$ cat config.mk
export PLATFORM = sky130hd
export DESIGN_NAME = mclk_keystream_gen
export DESIGN_NICKNAME = d
export VERILOG_FILES = /design/src/rtl/kg_pkg.sv /design/src/rtl/kg_lfsr_stage.sv /design/src/rtl/kg_vote.sv /design/src/rtl/kg_seq.sv /design/src/rtl/mclk_keystream_gen.sv
export SDC_FILE = /design/constraint.sdc
export NUM_CORES = 1
export LEC_CHECK = 0
export ABC_AREA = 1
export BUFFER_PORTS_ARGS = -buffer_cell sky130_fd_sc_hd__buf_2
export CORE_AREA = 4 4 92 129
export DETAILED_ROUTE_END_ITERATION = 8
export DIE_AREA = 0 0 96 133
export PLACE_DENSITY = 0.89
export SLEW_MARGIN = 40
export SYNTH_ARGS = -nofsm -noshare
export SYNTH_HDL_FRONTEND = slang
export SYNTH_SLANG_ARGS = --single-unit
$ cat constraint.sdc
create_clock -name clk -period 1.8 [get_ports clk]
set_input_delay 0.18 -clock clk [delete_from_list [all_inputs] [get_ports clk]]
set_output_delay 0.18 -clock clk [all_outputs]
set_load 0.01 [all_outputs]
$ cat src/rtl/kg_pkg.sv
package kg_pkg;
  localparam int          LEN_A     = 19;
  localparam int          LEN_B     = 22;
  localparam int          LEN_C     = 23;
  localparam logic [31:0] TAP_A     = 32'h0007_2000;  // 18,17,16,13
  localparam logic [31:0] TAP_B     = 32'h0030_0000;  // 21,20
  localparam logic [31:0] TAP_C     = 32'h0070_0080;  // 22,21,20,7
  localparam int          CTL_A     = 8;
  localparam int          CTL_B     = 10;
  localparam int          CTL_C     = 10;
  localparam int          WORD_BITS = 64;
endpackage

$ cat src/rtl/kg_lfsr_stage.sv
module kg_lfsr_stage #(
  parameter int          W    = 19,
  parameter logic [31:0] TAPS = 32'h0007_2000,
  parameter int          CBIT = 8
) (
  input  logic         clk,
  input  logic         rst_n,
  input  logic         ld_en,
  input  logic         step_en,
  input  logic [W-1:0] ld_val,
  output logic [W-1:0] q,
  output logic         ctl_bit,
  output logic         nxt_top
);
  logic [W-1:0] q_nxt;
  logic         fb;

  always_comb fb = ^(q & TAPS[W-1:0]);

  always_comb begin
    q_nxt = q;
    if (ld_en)        q_nxt = ld_val;
    else if (step_en) q_nxt = {q[W-2:0], fb};
  end

  always_ff @(posedge clk or negedge rst_n) begin
    if (!rst_n) q <= '0;
    else        q <= q_nxt;
  end

  assign ctl_bit = q[CBIT];
  assign nxt_top = q_nxt[W-1];

  assert_hold_idle_R3: assert property (@(posedge clk) disable iff (!rst_n)
    (!ld_en && !step_en) |=> $stable(q));

  assert_shift_left_R2: assert property (@(posedge clk) disable iff (!rst_n)
    (step_en && !ld_en) |=> (q[W-1:1] == $past(q[W-2:0])));
endmodule

$ cat src/rtl/kg_vote.sv
module kg_vote (
  input  logic a,
  input  logic b,
  input  logic c,
  output logic maj
);
  always_comb maj = (a & b) | (a & c) | (b & c);
endmodule

$ cat src/rtl/kg_seq.sv
module kg_seq #(
  parameter int WORD = 64
) (
  input  logic            clk,
  input  logic            rst_n,
  input  logic            go,
  input  logic            bit_now,
  input  logic            bit_next,
  output logic            busy,
  output logic            done,
  output logic [WORD-1:0] result
);
  localparam int          STEPS = WORD - 1;
  localparam int          CW    = $clog2(STEPS);
  localparam logic [CW-1:0] LAST = CW'(STEPS - 1);

  logic [CW-1:0]   cnt, cnt_n;
  logic            busy_n, done_n;
  logic [WORD-1:0] res_n;

  always_comb begin
    busy_n = busy;
    done_n = 1'b0;
    cnt_n  = cnt;
    res_n  = result;
    if (go) begin
      busy_n = 1'b1;
      cnt_n  = '0;
      res_n  = {{(WORD-1){1'b0}}, bit_now};
    end else if (busy) begin
      res_n = {result[WORD-2:0], bit_next};
      cnt_n = cnt + 1'b1;
      if (cnt == LAST) begin
        busy_n = 1'b0;
        done_n = 1'b1;
      end
    end
  end

  always_ff @(posedge clk or negedge rst_n) begin
    if (!rst_n) begin
      busy   <= 1'b0;
      done   <= 1'b0;
      cnt    <= '0;
      result <= '0;
    end else begin
      busy   <= busy_n;
      done   <= done_n;
      cnt    <= cnt_n;
      result <= res_n;
    end
  end

  assert_done_single_R6: assert property (@(posedge clk) disable iff (!rst_n)
    done |=> !done);

  assert_done_on_finish_R6: assert property (@(posedge clk) disable iff (!rst_n)
    $fell(busy) |-> done);

  assert_result_hold_R8: assert property (@(posedge clk) disable iff (!rst_n)
    (!busy && !go) |=> $stable(result));
endmodule

$ cat src/rtl/mclk_keystream_gen.sv
module mclk_keystream_gen
  import kg_pkg::*;
#(
  parameter int WORD = WORD_BITS
) (
  input  logic            clk,
  input  logic            rst_n,
  input  logic            load,
  input  logic [LEN_A-1:0] seed_a,
  input  logic [LEN_B-1:0] seed_b,
  input  logic [LEN_C-1:0] seed_c,
  input  logic            start,
  output logic            busy,
  output logic            done,
  output logic [WORD-1:0] result
);
  logic [LEN_A-1:0] qa;
  logic [LEN_B-1:0] qb;
  logic [LEN_C-1:0] qc;
  logic ca, cb, cc, maj;
  logic sa, sb, sc;
  logic na, nb, nc;
  logic ld_en, go, bit_now, bit_next;

  always_comb begin
    ld_en    = load & ~busy;
    go       = start & ~load & ~busy;
    sa       = busy & (ca == maj);
    sb       = busy & (cb == maj);
    sc       = busy & (cc == maj);
    bit_now  = qa[LEN_A-1] ^ qb[LEN_B-1] ^ qc[LEN_C-1];
    bit_next = na ^ nb ^ nc;
  end

  kg_vote u_vote (.a(ca), .b(cb), .c(cc), .maj(maj));

  kg_lfsr_stage #(.W(LEN_A), .TAPS(TAP_A), .CBIT(CTL_A)) u_reg_a (
    .clk(clk), .rst_n(rst_n), .ld_en(ld_en), .step_en(sa), .ld_val(seed_a),
    .q(qa), .ctl_bit(ca), .nxt_top(na));

  kg_lfsr_stage #(.W(LEN_B), .TAPS(TAP_B), .CBIT(CTL_B)) u_reg_b (
    .clk(clk), .rst_n(rst_n), .ld_en(ld_en), .step_en(sb), .ld_val(seed_b),
    .q(qb), .ctl_bit(cb), .nxt_top(nb));

  kg_lfsr_stage #(.W(LEN_C), .TAPS(TAP_C), .CBIT(CTL_C)) u_reg_c (
    .clk(clk), .rst_n(rst_n), .ld_en(ld_en), .step_en(sc), .ld_val(seed_c),
    .q(qc), .ctl_bit(cc), .nxt_top(nc));

  kg_seq #(.WORD(WORD)) u_seq (
    .clk(clk), .rst_n(rst_n), .go(go), .bit_now(bit_now), .bit_next(bit_next),
    .busy(busy), .done(done), .result(result));

  assert_two_advance_R3: assert property (@(posedge clk) disable iff (!rst_n)
    busy |-> ($countones({sa, sb, sc}) >= 2));

  assert_busy_blocks_load_R7: assert property (@(posedge clk) disable iff (!rst_n)
    (busy && load && !sa) |=> $stable(qa));
endmodule

==> impl_metrics.ini, run 1 <==
[yosys]
synthAdderAreaFrac_pct = 0.447
ys_types = 25
synth_seq_cells = 136
synth_xor_area_share_pct = 1.41
muxShareOfSynthArea_pct = 0
synth_area_leaders = dfrtp_1 61%, nand2_1 9.2%, a22oi_1 7.5%
syn-num-nets = 641
synth_cells = 571
synthArstFlopShare_pct = 100
synth_ff_type = dfrtp_1
synth_area_per_cell_um2 = 9.81
synth_edf_count = 0
synth_compound_area_share_pct = 16.3
synth_warnings = 0
yosysTopAreaCell = dfrtp_1
ys_seq_area_share_pct = 60.8
synth_top_family_by_area = compound AO/OA/AOI/OAI gates
syn_area_um2 = 5600
yosys.area_share.simple_pct = 12.9
synth_top_area_share_pct = 60.8

[setup_path]
reg2regPathDepth = 8
arrival_ns = 2.00
crit_fanout = 6
r2r-start = u_reg_c.q[10]
r2r_setup_slack_ns = 0.09
reg2reg_to = u_reg_c.q[20]
required_ns = 2.09
crit_chain = inv_1 -> nand3_1 -> nand3_1 -> buf_4 -> clkinvlp_4 -> buf_4 -> a22oi_1 -> nand2_1
cpMaxStageDelayCell = dfrtp_1
cp_slowest_stage_delay_ns = 0.41
start_kind = register
critPathCaptureType = register
critPathKind = register to register

[sta]
fin_ws_ns = 0.0890
tightest_slew_ns = 0.491
timing.hold.ws_ns = 0.0124
fmax_mhz = 584
min_period_ns = 1.71
period_share_pct = 95.1
drv_slew = 0
maxSlewHeadroom_pct = 67.2
setup_viol = 0
finalHoldViolations = 0
fin_skew_ns = 0.00587

[clocking]
clock-root-buffer = clkbuf_16
cts.path.max_buffers = 2
cts_num_sinks = 136
numCtsBuffers = 17
cts_tree = built
clk_latency_ns = 0.41
cts.htree.levels = 4
path_clk_slew_ns = 0.06

[hold_path]
hold_class = input port to register
hold_end = u_reg_b.q[7]
hp-start = seed_b[7]
hold_path_depth = 3

[grt]
antenna_found_initial = 0
first_global_vias = 4934
track_usage_pct = 23.1
grt_pass1_wl_um = 23200
grt-ovfl-total = 0
grt_max_degree = 68

[routing]
vias_per_cell = 5.49
drc = 0
antenna_left = 0
via_count = 4835
dr.pass1.iters = 5
wire_per_inst_um = 16.5
wl_um = 14500
first_iter_violations = 238

[floorplan]
row_count = 45
dieArea_um2 = 12800
fp.coreArea_um2 = 10800
die_w_um = 96
die_y_um = 133
ios = 134
initial_core_util_pct = 52.1

[cells_and_area]
fin_area_um2 = 7330
drive_gt1_share_pct = 26.4
area.growth.synth_to_final_pct = 31.0
instances_no_fill = 880
final_net_count = 796
final.fill_count = 782
antenna_cells = 0

[power]
ir_drop_mv = 1.07
power_density_nw_per_um2 = 1750
power_mw = 12.8
p_leak_nw = 3.82

[run_status]
status = completed

[placement]
place_hpwl_um = 9190
placed_area_um2 = 6430
pre_cts_ws_ns = 0.0675
dp.cells = 823
routabilityCongestion = 0.903
portBuffers = 133

[run]
drv_cap = 0
[report_power, final]
part / switching (mW) / internal (mW) / leakage, nW
Clock: 1.33 / 2.47 / 0.314
Combinational: 2.34 / 1.67 / 1.86
Sequential: 0.767 / 4.25 / 1.65
[cell usage after synthesis, types with 5 or more instances]
library cell / number
xnor2_1: 5
dfrtp_1: 136
buf_1: 7
nand2_1: 137
o22ai_1: 63
nand4_1: 5
a22oi_1: 56
buf_2: 17
inv_1: 79
clkbuf_1: 6
nand3_1: 24
o21ai_0: 12
[per-stage QoR]
step / util [%] / TNS (ns)
3_3_place_gp: 59.8 / 0
4_1_cts: 67.4 / 0
5_1_grt: 68.2 / -0.256
6_report: 68.2 / 0
3_5_place_dp: 59.8 / 0
2_1_floorplan: - / 0
[placed cells by master, fill, tap and decap left out, types with 2 or more instances in the layout]
cell and n:
o22ai_1 63, nand2_1 136, buf_2 132, xor2_1 4, clkinvlp_4 8, dfrtp_1 136, a21oi_1 2, clkinv_2 3
inv_6 3, clkbuf_16 17, buf_12 5, a22oi_1 55, inv_2 3, o21ai_0 12, inv_1 75, nand4_1 5
nor2_1 4, ha_1 2, xnor2_1 5, dlygate4sd3_1 16, o211ai_1 4, nand3_1 23, clkinv_4 2, bufinv_16 5
buf_4 11
[repair_timing]
item,4_1_cts,5_1_grt
endpoints found under the hold margin,63,0
buffers inserted,0,6
endpoints found under the setup margin,0,23
gates resized for setup,0,9
hold buffers,16,0
[flip-flops by register name, indices dropped and copies added (netlist names)]
name / count
u_seq.busy: 1
u_seq.result: 64
u_seq.done: 1
u_reg_b.q: 22
u_seq.cnt: 6
u_reg_a.q: 19
u_reg_c.q: 23
[how the worst max path moves through the flow]
stage / start / end / slack, ns / cells past startpoint
2_1_floorplan: u_seq.busy / u_seq.result[0] / 0.31 / 11
4_1_cts: u_reg_b.q[10] / u_reg_c.q[21] / 0.01 / 7
3_5_place_dp: u_reg_b.q[10] / u_reg_c.q[10] / 0.07 / 7
6_report: u_reg_c.q[10] / u_reg_c.q[20] / 0.09 / 8
3_3_place_gp: u_reg_c.q[10] / u_reg_b.q[10] / 0.21 / 6
5_1_grt: u_reg_c.q[10] / u_reg_c.q[6] / -0.05 / 8
[routing by layer]
metal / GRT usage (%) / wire length, µm / vias to the layer above
li1: - / - / 2234
met1: 28.8 / 5600 / 2344
met2: 37.8 / 7540 / 214
met5: 0 / 0 / -
met3: 6.94 / 996 / 43
met4: 7.83 / 354 / 0
[critical path, delay by kind of cell (launching register included)]
family	cells	cell delay [ns]
buffers and inverters	4	0.68
flip-flops	1	0.41
AND/OR/NAND/NOR	3	0.36
AO/OA/AOI/OAI	1	0.15
[cell type report]
class | count | area [µm²] | area share, %
sequential | 136 | 3400 | 46.4
multi-input combinational | 322 | 1750 | 23.9
timing repair buffer | 165 | 1010 | 13.8
clock buffer | 17 | 425 | 5.80
inverter | 81 | 315 | 4.30
clock inverter | 15 | 224 | 3.05
tap | 141 | 176 | 2.41
timing repair inverter | 3 | 22.5 | 0.307
[cells by family (layout without fill, tap and decap cells)]
kind of cell / after synthesis / count (layout)
flops: 136 / 136
buf+inv: 113 / 281
xor+xnor: 9 / 9
compound gates: 137 / 137
fa+ha+maj: 2 / 2
simple gates: 174 / 174
No activity file was read; power rests on OpenSTA's default activity.
==> run 2, diff against run 1 <==
--- a/config.mk
+++ b/config.mk
@@ -7,11 +7,12 @@
 export LEC_CHECK = 0
 export ABC_AREA = 1
 export BUFFER_PORTS_ARGS = -buffer_cell sky130_fd_sc_hd__buf_2
-export CORE_AREA = 4 4 92 129
+export CORE_AREA = 4 4 94 131
 export DETAILED_ROUTE_END_ITERATION = 8
-export DIE_AREA = 0 0 96 133
-export PLACE_DENSITY = 0.89
+export DIE_AREA = 0 0 98 135
+export PLACE_DENSITY = 0.9
 export SLEW_MARGIN = 40
 export SYNTH_ARGS = -nofsm -noshare
 export SYNTH_HDL_FRONTEND = slang
+export SYNTH_HIERARCHICAL = 1
 export SYNTH_SLANG_ARGS = --single-unit
==> impl_metrics.ini, run 2 <==
[grt]
antenna_found_initial = 0
grt-ovfl-total = 0
grt_pass1_wl_um = 23400
first_global_vias = 5130
track_usage_pct = 21.7
grt_max_degree = 65

[setup_path]
arrival_ns = 2.18
reg2regPathDepth = 16
reg2reg_to = u_seq/result[0]
required_ns = 2.09
crit_fanout = 5
critPathKind = register to register
critPathCaptureType = register
start_kind = register
crit_start = u_reg_c/q[10]
r2r-start = u_reg_c/q[10]
r2r_setup_slack_ns = -0.09

[floorplan]
die_w_um = 98
fp.coreArea_um2 = 11200
die_y_um = 135
ios = 134
initial_core_util_pct = 52.6
dieArea_um2 = 13200
row_count = 46

[yosys]
syn_area_um2 = 5900
syn-num-nets = 715
synth_area_per_cell_um2 = 9.15
synth_warnings = 6
synth_cells = 645

[cells_and_area]
largest_registers = u_seq/result (64), u_reg_c/q (23), u_reg_b/q (22)
area.growth.synth_to_final_pct = 29.5
largest_reg_flops = 64
layout_commonest_cell = nand2_1
antenna_cells = 0
fin_area_um2 = 7640
top_register = u_seq/result
final_net_count = 891
final.fill_count = 850
drive_gt1_share_pct = 26.9
mostFrequentLayoutCells = 204 x nand2_1, 135 x dfrtp_1, 132 x buf_2

[hold_path]
hold_class = input port to register
hold_end = u_reg_b/q[4]
hold_path_depth = 3
hp-start = seed_b[4]

[clocking]
numCtsBuffers = 17
cts_tree = built
clk_latency_ns = 0.41
cts_num_sinks = 136
cts.path.max_buffers = 2
path_clk_slew_ns = 0.06
clock-root-buffer = clkbuf_16
cts.htree.levels = 4

[power]
ir_drop_mv = 1.09
p_leak_nw = 4.05
power_density_nw_per_um2 = 1990

[sta]
setup_viol = 1
min_period_ns = 1.89
finalSetupTns_ns = -0.0927
tightest_slew_ns = 0.378
fmax_mhz = 528
rsz0062_at_grt = true
maxSlewHeadroom_pct = 74.8
fin_skew_ns = 0.00717
fin_ws_ns = -0.0927
period_share_pct = 105
drv_slew = 0
finalHoldViolations = 0

[routing]
drc = 0
via_count = 5052
first_iter_violations = 359
wl_um = 14100
dr.pass1.iters = 5
antenna_left = 0
wire_per_inst_um = 14.4
vias_per_cell = 5.17

[placement]
place_hpwl_um = 9340
routabilityCongestion = 0.826
portBuffers = 133
placed_area_um2 = 6800

[run]
drv_cap = 0

[run_status]
status = finished with violations
violations = negative setup slack
## run 2: timing repair
action	4_1_cts	5_1_grt
hold buffers	23	0
endpoints found under the setup margin	1	3
gates resized for setup	0	8
hold endpoints to repair	58	0
buffers inserted	0	4
pin swaps	1	11
## run 2: layout make-up
cell class | count | area, µm² | area share, %
Tap cell | 144 | 180 | 2.36
Clock inverter | 13 | 120 | 1.57
Sequential cell | 136 | 3400 | 44.5
Timing Repair Buffer | 186 | 1190 | 15.6
Multi-Input combinational cell | 382 | 1930 | 25.3
Clock buffer | 19 | 443 | 5.80
Inverter | 98 | 370 | 4.85
## run 2: metal layers
layer,up-vias,global-route usage (%),share of wire (%)
li1,2452,-,-
met2,157,38.0,52
met1,2423,26.3,41
met4,0,7.54,1.6
met3,20,4.86,5.8
met5,-,0,0
## run 2: how the worst max path moves through the flow
stage	endpoint	slack (ns)	cells past startpoint
3_5_place_dp	u_seq/result[0]	-0.02	17
2_1_floorplan	u_seq/result[0]	-0.05	17
5_1_grt	u_seq/result[0]	-0.28	16
3_3_place_gp	u_seq/result[0]	0.06	17
6_report	u_seq/result[0]	-0.09	16
4_1_cts	u_seq/result[0]	0.002	17
## run 2: metrics by stage
step / cells / power (mW) / setup WS (ns) / hold WS [ns] / utilization [%]
6_report: 978 / 15.2 / -0.0927 / 0.00715 / 68.1
4_1_cts: 974 / 15.1 / 0.00237 / 0.00301 / 67.6
2_1_floorplan: 645 / 9.86 / -0.0549 / -0.116 / -
3_5_place_dp: 919 / 11.7 / -0.0152 / 0.111 / 60.5
3_3_place_gp: 919 / 11.4 / 0.0631 / 0.111 / 60.5
5_1_grt: 978 / 16.4 / -0.277 / 0.00914 / 68.1
## run 2: power breakdown
| part | switching [mW] | internal (mW) |
|---|---|---|
| sequential | 0.755 | 4.33 |
| clock | 1.32 | 1.95 |
| combinational | 4.16 | 2.70 |
## run 2: critical path: stages, from the launching register on
cell and delay (ns):
dfrtp_1 0.41, nand2_1 0.10, nand3_2 0.11, inv_4 0.11, nor2_4 0.04, nor2_4 0.10
inv_2 0.05, nor2_4 0.09, inv_2 0.04, o211ai_1 0.29, inv_1 0.10, nand2_2 0.08
nand2_1 0.05, nand2_1 0.06, nand2_1 0.05, nand3_1 0.07, nand2_1 0.05
